## config.mk

```make
export PLATFORM = sky130hd
export DESIGN_NAME = alu_bitslice
export DESIGN_NICKNAME = d
export VERILOG_FILES = /design/src/rtl/alu_bs_pkg.sv /design/src/rtl/alu_bs_slice.sv /design/src/rtl/alu_bs_slice_msb.sv /design/src/rtl/alu_bs_zero.sv /design/src/rtl/alu_bitslice.sv
export SDC_FILE = /design/constraint.sdc
export NUM_CORES = 1
export LEC_CHECK = 0
export ABC_CLOCK_PERIOD_IN_PS = 43700
export BUFFER_PORTS_ARGS = -buffer_cell sky130_fd_sc_hd__buf_2
export CAP_MARGIN = 20
export CORE_MARGIN = 5
export CORE_UTILIZATION = 55
export DETAILED_ROUTE_END_ITERATION = 8
export PLACE_DENSITY = 0.81
export RECOVER_POWER = 100
export SLEW_MARGIN = 20
export SYNTH_ARGS = -nofsm -noshare
export SYNTH_HDL_FRONTEND = slang
export SYNTH_SLANG_ARGS = --single-unit
```

## constraint.sdc

```tcl
create_clock -name vclk -period 43.7
set_clock_uncertainty 0.05 [all_clocks]
set_input_delay 10.925 -clock vclk [all_inputs]
set_output_delay 10.925 -clock vclk [all_outputs]
set_load 0.005 [all_outputs]
```

## src/rtl/alu_bs_pkg.sv

```systemverilog
package alu_bs_pkg;
  localparam int unsigned CTRL_W = 4;

  typedef enum logic [1:0] {
    SEL_AND  = 2'b00,
    SEL_OR   = 2'b01,
    SEL_SUM  = 2'b10,
    SEL_LESS = 2'b11
  } sel_e;

  typedef struct packed {
    logic inv_a;
    logic neg_b;
    sel_e sel;
  } ctrl_t;

  // {carry, sum}
  function automatic logic [1:0] full_add(logic x, logic y, logic c);
    return {(x & y) | (x & c) | (y & c), x ^ y ^ c};
  endfunction

  function automatic logic pick(sel_e sel, logic x, logic y, logic s, logic less);
    case (sel)
      SEL_AND: return x & y;
      SEL_OR:  return x | y;
      SEL_SUM: return s;
      default: return less;
    endcase
  endfunction
endpackage

```

## src/rtl/alu_bs_slice.sv

```systemverilog
module alu_bs_slice
  import alu_bs_pkg::*;
(
  input  logic a_i,
  input  logic b_i,
  input  logic inv_a_i,
  input  logic neg_b_i,
  input  logic carry_i,
  input  logic less_i,
  input  sel_e sel_i,
  output logic res_o,
  output logic carry_o
);
  logic x, y, s;

  always_comb begin
    x = a_i ^ inv_a_i;
    y = b_i ^ neg_b_i;
    {carry_o, s} = full_add(x, y, carry_i);
    res_o = pick(sel_i, x, y, s, less_i);
  end
endmodule

```

## src/rtl/alu_bs_slice_msb.sv

```systemverilog
module alu_bs_slice_msb
  import alu_bs_pkg::*;
(
  input  logic a_i,
  input  logic b_i,
  input  logic inv_a_i,
  input  logic neg_b_i,
  input  logic carry_i,
  input  logic less_i,
  input  sel_e sel_i,
  output logic res_o,
  output logic set_o,
  output logic ovf_o
);
  logic x, y, s, cout;

  always_comb begin
    x = a_i ^ inv_a_i;
    y = b_i ^ neg_b_i;
    {cout, s} = full_add(x, y, carry_i);
    res_o = pick(sel_i, x, y, s, less_i);
    set_o = s;
    ovf_o = carry_i ^ cout;
  end
endmodule

```

## src/rtl/alu_bs_zero.sv

```systemverilog
module alu_bs_zero #(
  parameter int unsigned W = 32
) (
  input  logic [W-1:0] val_i,
  output logic         zero_o
);
  assign zero_o = ~|val_i;
endmodule

```

## src/rtl/alu_bitslice.sv

```systemverilog
module alu_bitslice
  import alu_bs_pkg::*;
#(
  parameter int unsigned W = 32
) (
  input  logic [W-1:0]      a_i,
  input  logic [W-1:0]      b_i,
  input  logic [CTRL_W-1:0] ctrl_i,
  output logic [W-1:0]      result_o,
  output logic              zero_o,
  output logic              ovf_o
);
  localparam int unsigned MSB = W - 1;

  ctrl_t ctrl;
  logic  set_msb;
  logic  ovf_raw;

  assign ctrl = ctrl_t'(ctrl_i);

  for (genvar i = 0; i < W; i++) begin : g_bit
    logic cin;
    logic less;

    if (i == 0) begin : g_c0
      assign cin  = ctrl.neg_b;
      assign less = set_msb;
    end else begin : g_cn
      assign cin  = g_bit[i-1].g_lo.cout;
      assign less = 1'b0;
    end

    if (i < MSB) begin : g_lo
      logic cout;
      alu_bs_slice u_slice (
        .a_i     (a_i[i]),
        .b_i     (b_i[i]),
        .inv_a_i (ctrl.inv_a),
        .neg_b_i (ctrl.neg_b),
        .carry_i (cin),
        .less_i  (less),
        .sel_i   (ctrl.sel),
        .res_o   (result_o[i]),
        .carry_o (cout)
      );
    end else begin : g_hi
      alu_bs_slice_msb u_slice (
        .a_i     (a_i[i]),
        .b_i     (b_i[i]),
        .inv_a_i (ctrl.inv_a),
        .neg_b_i (ctrl.neg_b),
        .carry_i (cin),
        .less_i  (less),
        .sel_i   (ctrl.sel),
        .res_o   (result_o[i]),
        .set_o   (set_msb),
        .ovf_o   (ovf_raw)
      );
    end
  end

  // overflow only reported when the adder output is selected
  assign ovf_o = ovf_raw & (ctrl.sel == SEL_SUM);

  alu_bs_zero #(.W(W)) u_zero (
    .val_i  (result_o),
    .zero_o (zero_o)
  );
endmodule

```

**Yosys cells after proc, flatten, opt, wreduce, memory -nomap -nowiden**

Cells that the tools add are included.

- Bits of input ports: 68
- Register bits after elaboration: 0
- Output and inout port bits: 34
- Word-level logic and storage cells: 359

- Reductions and logical operators: 3
- Bitwise operators: 322
- Equal/unequal tests: 2
- Mux-type cells: 32

Operators by type and width:

| kind | count |
|---|---|
| XOR 1 bit | 129 |
| bitwise AND 1 bit | 97 |
| OR 1 bit | 96 |
| one-hot mux 1 bit (3 select lines) | 32 |
| OR reduction 32 bit | 1 |
| equality test 2 x 1 -> 1 bit, second input constant | 1 |
| equality test 2 bit, second input constant | 1 |
| logical NOT 2 bit | 1 |
| logical NOT 1 bit | 1 |

**Depth between registers and ports, before layout**

- Depth after elaboration: 99
- Mapped depth: 42
- Gate-level depth less buffers: 40

**Hierarchy**

A second synthesis with hierarchy kept.

- Cell total of the unflattened synthesis: 302
- Area total of the unflattened synthesis: 3176.8 um^2

Modules (own cells, without submodules):

| module | times used | cells each | area an instance (um^2) | seq. area each (um^2) |
|---|---|---|---|---|
| alu_bs_slice | 31 | 9 | 96.3 | 0.0 |
| alu_bs_slice_msb | 1 | 10 | 105.1 | 0.0 |
| alu_bs_zero | 1 | 11 | 72.6 | 0.0 |
| alu_bitslice | 1 | 2 | 12.5 | 0.0 |

**Worst setup path before layout**

Ideal clock, no wire load.

- Path kind: input to output
- Start: input ctrl_i[3]
- End: output zero_o
- Required time: 32.725 ns
- Stages on the path: 41
- Arrival: 23.978 ns
- Path slack: 8.747 ns
- Path buffers: 2
- Cells stage by stage: clkbuf_1 > buf_2 > xnor2_1 > inv_1 > fa_1 > fa_1 > inv_1 > fa_1 > fa_1 > fa_1 > fa_1 > fa_1 > fa_1 > fa_1 > fa_1 > fa_1 > fa_1 > fa_1 > [5 not listed] > fa_1 > fa_1 > fa_1 > fa_1 > fa_1 > fa_1 > fa_1 > fa_1 > fa_1 > fa_1 > fa_1 > fa_1 > inv_1 > fa_1 > mux4_2 > nor4_2 > nand2_1 > nor3_2

- Word-level cells in the longest chain between the ends: 98
- Elaborated cells on any way between the ends: 317
- Those cells by class: mux: 32; bitwise: 283; reduce/logical: 2

RTL lines:

| element | line | RTL |
|---|---|---|
| start: declaration | alu_bitslice.sv:8 | `input logic [CTRL_W-1:0] ctrl_i,` |
| XOR 1 bit | alu_bs_slice.sv:17 | `x = a_i ^ inv_a_i;` |
| bitwise AND 1 bit, on equally long branches | alu_bs_pkg.sv:19, alu_bs_pkg.sv:24 |  |
| OR 1 bit (2 in a row) | alu_bs_pkg.sv:19 | `return {(x & y) \| (x & c) \| (y & c), x ^ y ^ c};` |
| bitwise AND 1 bit | alu_bs_pkg.sv:19 |  |
| OR 1 bit (2 in a row) | alu_bs_pkg.sv:19 |  |
| bitwise AND 1 bit | alu_bs_pkg.sv:19 |  |
| OR 1 bit (2 in a row) | alu_bs_pkg.sv:19 |  |
| bitwise AND 1 bit | alu_bs_pkg.sv:19 |  |
| [78 not listed] | - |  |
| OR 1 bit (2 in a row) | alu_bs_pkg.sv:19 |  |
| bitwise AND 1 bit | alu_bs_pkg.sv:19 |  |
| OR 1 bit (2 in a row) | alu_bs_pkg.sv:19 |  |
| XOR 1 bit | alu_bs_pkg.sv:19 |  |
| one-hot mux 1 bit (3 select lines) * | alu_bs_pkg.sv:23 | `case (sel)` |
| named net g_bit[0].g_lo.u_slice.res_o | alu_bs_slice.sv:11 | `output logic res_o,` |
| OR reduction 32 bit * | alu_bs_zero.sv:7 | `assign zero_o = ~\|val_i;` |
| logical NOT 1 bit * | alu_bs_zero.sv:7 |  |
| end: declaration | alu_bitslice.sv:10 | `output logic zero_o,` |

Mark *: on every way through the listed nets, which the timed path passes. The rest lies on a longest branch.

**Worst setup path in the final report**

- Start: input ctrl_i[3]
- End: output zero_o

- Word-level cells in the longest chain between the ends: 98
- Elaborated cells on any way between the ends: 317
- Those cells by class: mux: 32; bitwise: 283; reduce/logical: 2

RTL lines:

| element | line |
|---|---|
| XOR 1 bit | alu_bs_slice.sv:17 |
| bitwise AND 1 bit, on equally long branches | alu_bs_pkg.sv:19, alu_bs_pkg.sv:24 |
| OR 1 bit (2 in a row) | alu_bs_pkg.sv:19 |
| bitwise AND 1 bit | alu_bs_pkg.sv:19 |
| OR 1 bit (2 in a row) | alu_bs_pkg.sv:19 |
| bitwise AND 1 bit | alu_bs_pkg.sv:19 |
| OR 1 bit (2 in a row) | alu_bs_pkg.sv:19 |
| bitwise AND 1 bit | alu_bs_pkg.sv:19 |
| [77 not listed] | - |
| bitwise AND 1 bit | alu_bs_pkg.sv:19 |
| OR 1 bit (2 in a row) | alu_bs_pkg.sv:19 |
| bitwise AND 1 bit | alu_bs_pkg.sv:19 |
| OR 1 bit (2 in a row) | alu_bs_pkg.sv:19 |
| XOR 1 bit | alu_bs_pkg.sv:19 |
| one-hot mux 1 bit (3 select lines) | alu_bs_pkg.sv:23 |
| OR reduction 32 bit * | alu_bs_zero.sv:7 |
| logical NOT 1 bit * | alu_bs_zero.sv:7 |

Every way passes the cells marked *; elsewhere a longest branch is shown, timed or not.

==> impl_metrics.csv <==
group,metric,value,unit
cells_and_area,n_clock_buffer,0,
synth,synth_top_family_by_area,"adder cells",
timing,hold_viol,0,
worst_setup_path,worst_ep_arrival_time,26.51,ns
timing,finalMaxSlewViolations,33,
detailed_routing,drt_iter0_markers,57,
grt,antenna_found_initial,0,
floorplan,die-area,0.00782,sq mm
timing,holdWs,22.43,ns
worst_setup_path,crit_slowest_cell,"clkbuf_1",
cells_and_area,seqCellArea,0,sq um
timing,worst_slew_pin_slew,2.26,ns
synth,netlist_instances,392,
timing,tns,0,ns
detailed_routing,wl_per_cell,14.0,microns
cts,cts_resized,0,
timing,max_freq,26.7,MHz
cells_and_area,area_growth_syn_to_layout,6.03,%
worst_setup_path,crit_path_end_kind,"output port",
worst_setup_path,start_kind,"input port",
detailed_routing,drc,0,
grt,grt_pass1_vias,2796,
floorplan,initial_utilization,56.8,%
worst_setup_path,critPathRequiredTime,32.72,ns
detailed_routing,via_count,2569,
synth,yosys.area_share.simple,3.29,%
flow_run,cap_violations,1,
grt,grt_pass1_wl,12100,microns
timing,max_slew_margin,-50.4,%
synth,yosys.area.top_type,"ha_1",
grt,grt_usage,18.8,%
floorplan,die_x,88.4,microns
synth,avgSynthCellArea,8.63,sq um
cts,postCtsSetupBuffers,0,
placed_design,dp_hpwl,6070,microns
cells_and_area,layout_common_cells,"inv_1 (100), buf_2 (70), ha_1 (64), xor2_1 (62)",
worst_setup_path,crit_path_frequent_cell,"fa_1",
floorplan,num_io_pins,102,
min_path,hold_class,"input port to output port",
worst_setup_path,endpoint,"zero_o",
worst_setup_path,crit_type,"input port to output port",
synth,yosysTopAreaCellShare,23.7,%
placed_design,port_buffers,102,
worst_setup_path,cp_slowest_stage_delay,1.61,ns
power,p_leak,2.03,nW
placed_design,finalWeightedCongestion,0.924,
power,peakVddDrop,8.01,uV
synth,synth_compound_area_share,6.03,%
floorplan,placementRows,28,
cells_and_area,fin_nets,610,
cells_and_area,drive_gt1_share,17.5,%
synth,synth_xor_area_share,17.1,%
synth,netlist-cell-type-count,23,
synth,synth_nets,555,
detailed_routing,viasPerCell,4.94,
detailed_routing,drtAntennaViolNets,0,
synth,synthAdderAreaFrac,42.0,%
synth,yosysWarnings,0,
detailed_routing,firstDrtPassIters,4,
detailed_routing,wl,7290,microns
synth,syn-cell-area,0.00338,sq mm
floorplan,die_y,88.4,microns
synth,ys_seq_area_share,0,%
worst_setup_path,crit_path_start,"ctrl_i[3]",
run_status,status,"finished with violations",
grt,grt_overflow,0,
timing,setup_viol,0,
power,power.density,15.0,mW/mm^2
timing,finalCritPeriodShare,85.8,%
timing,rsz0062_at_grt,"no",
run_status,violations,"max-capacitance violations, max-slew violations",
synth,yosys-top-cells-area,"ha_1 (24%), fa_1 (18%), xor2_1 (16%)",
floorplan,coreArea,0.00596,sq mm
cells_and_area,layout_commonest_cell,"inv_1",
synth,synth.mux.area_fraction,9.54,%
timing,post-route-min-period,37.49,ns
worst_setup_path,critPathMaxFanout,32,
cells_and_area,diodes,0,
cells_and_area,seq_cells,0,
cts,cts_hold_buf,0,
grt,grt_max_degree,35,
-- synthesized netlist by cell type (all sizes together) --
library cell,count
xnor2,4
o21ai,1
inv,100
clkbuf,1
mux2i,30
nand2b,1
nor3,1
nor4,8
o22ai,31
a21oi,1
buf,50
xor2,62
nand4,1
nor2,2
fa,31
nand2,3
ha,64
mux4,1
-- layout make-up --
class                      count  area [sq um]
multi-input combinational    241          2630
timing repair buffer         104           485
fill                         574          2370
inverter                     100           375
tap                           75          93.8
-- metrics by stage --
stage	total power [mW]	instance area, sq um	util [%]	setup slack (ns)	instances
2_1_floorplan	0.0446	3380	-	8.75	392
3_3_place_gp	0.0524	3630	61.0	7.93	520
3_5_place_dp	0.0551	3630	61.0	7.71	520
4_1_cts	0.0554	3630	61.0	7.67	520
5_1_grt	0.0617	3590	60.2	5.59	520
6_report	0.0538	3590	60.2	6.21	520
-- power by group --
part,switching [mW],total (mW),internal [mW],leakage (nW)
combinational,0.0314,0.0538,0.0224,2.03
clock,0,0,0,0
sequential,0,0,0,0
total,0.0314,0.0538,0.0224,2.03
-- layer usage --
| metal | wire length [microns] | vias up | global-route usage (%) |
|---|---|---|---|
| met4 | 90 | 0 | 2.34 |
| met3 | 488 | 10 | 1.49 |
| li1 | - | 1256 | - |
| met1 | 2880 | 1221 | 22.2 |
| met2 | 3830 | 82 | 37.7 |
| met5 | 0 | - | 0 |
-- worst min-delay path by stage --
stage | start | to | slack [ns] | depth (start not counted)
2_1_floorplan | ctrl_i[1] | result_o[26] | 22.17 | 3
3_3_place_gp | b_i[11] | result_o[11] | 22.44 | 6
3_5_place_dp | b_i[21] | result_o[21] | 22.45 | 6
4_1_cts | b_i[21] | result_o[21] | 22.45 | 6
5_1_grt | b_i[3] | result_o[3] | 22.48 | 6
6_report | b_i[21] | result_o[21] | 22.43 | 6
-- logic make-up (layout without fill, tap and decap cells) --
| logic type | after synthesis | after routing |
|---|---|---|
| mux | 31 | 31 |
| compound gates | 33 | 33 |
| xor+xnor | 66 | 66 |
| fa+ha+maj | 95 | 95 |
| buf+inv | 151 | 204 |
| simple gates | 16 | 16 |
-- worst max-delay path: cells and delay by family --
family,cells,cell delay (ns)
simple gates,3,0.50
fa+ha+maj,31,11.89
buf+inv,5,2.00
compound gates,1,0.30
xor+xnor,1,0.35
mux,1,0.51
Power figures use the tool's default switching activity.
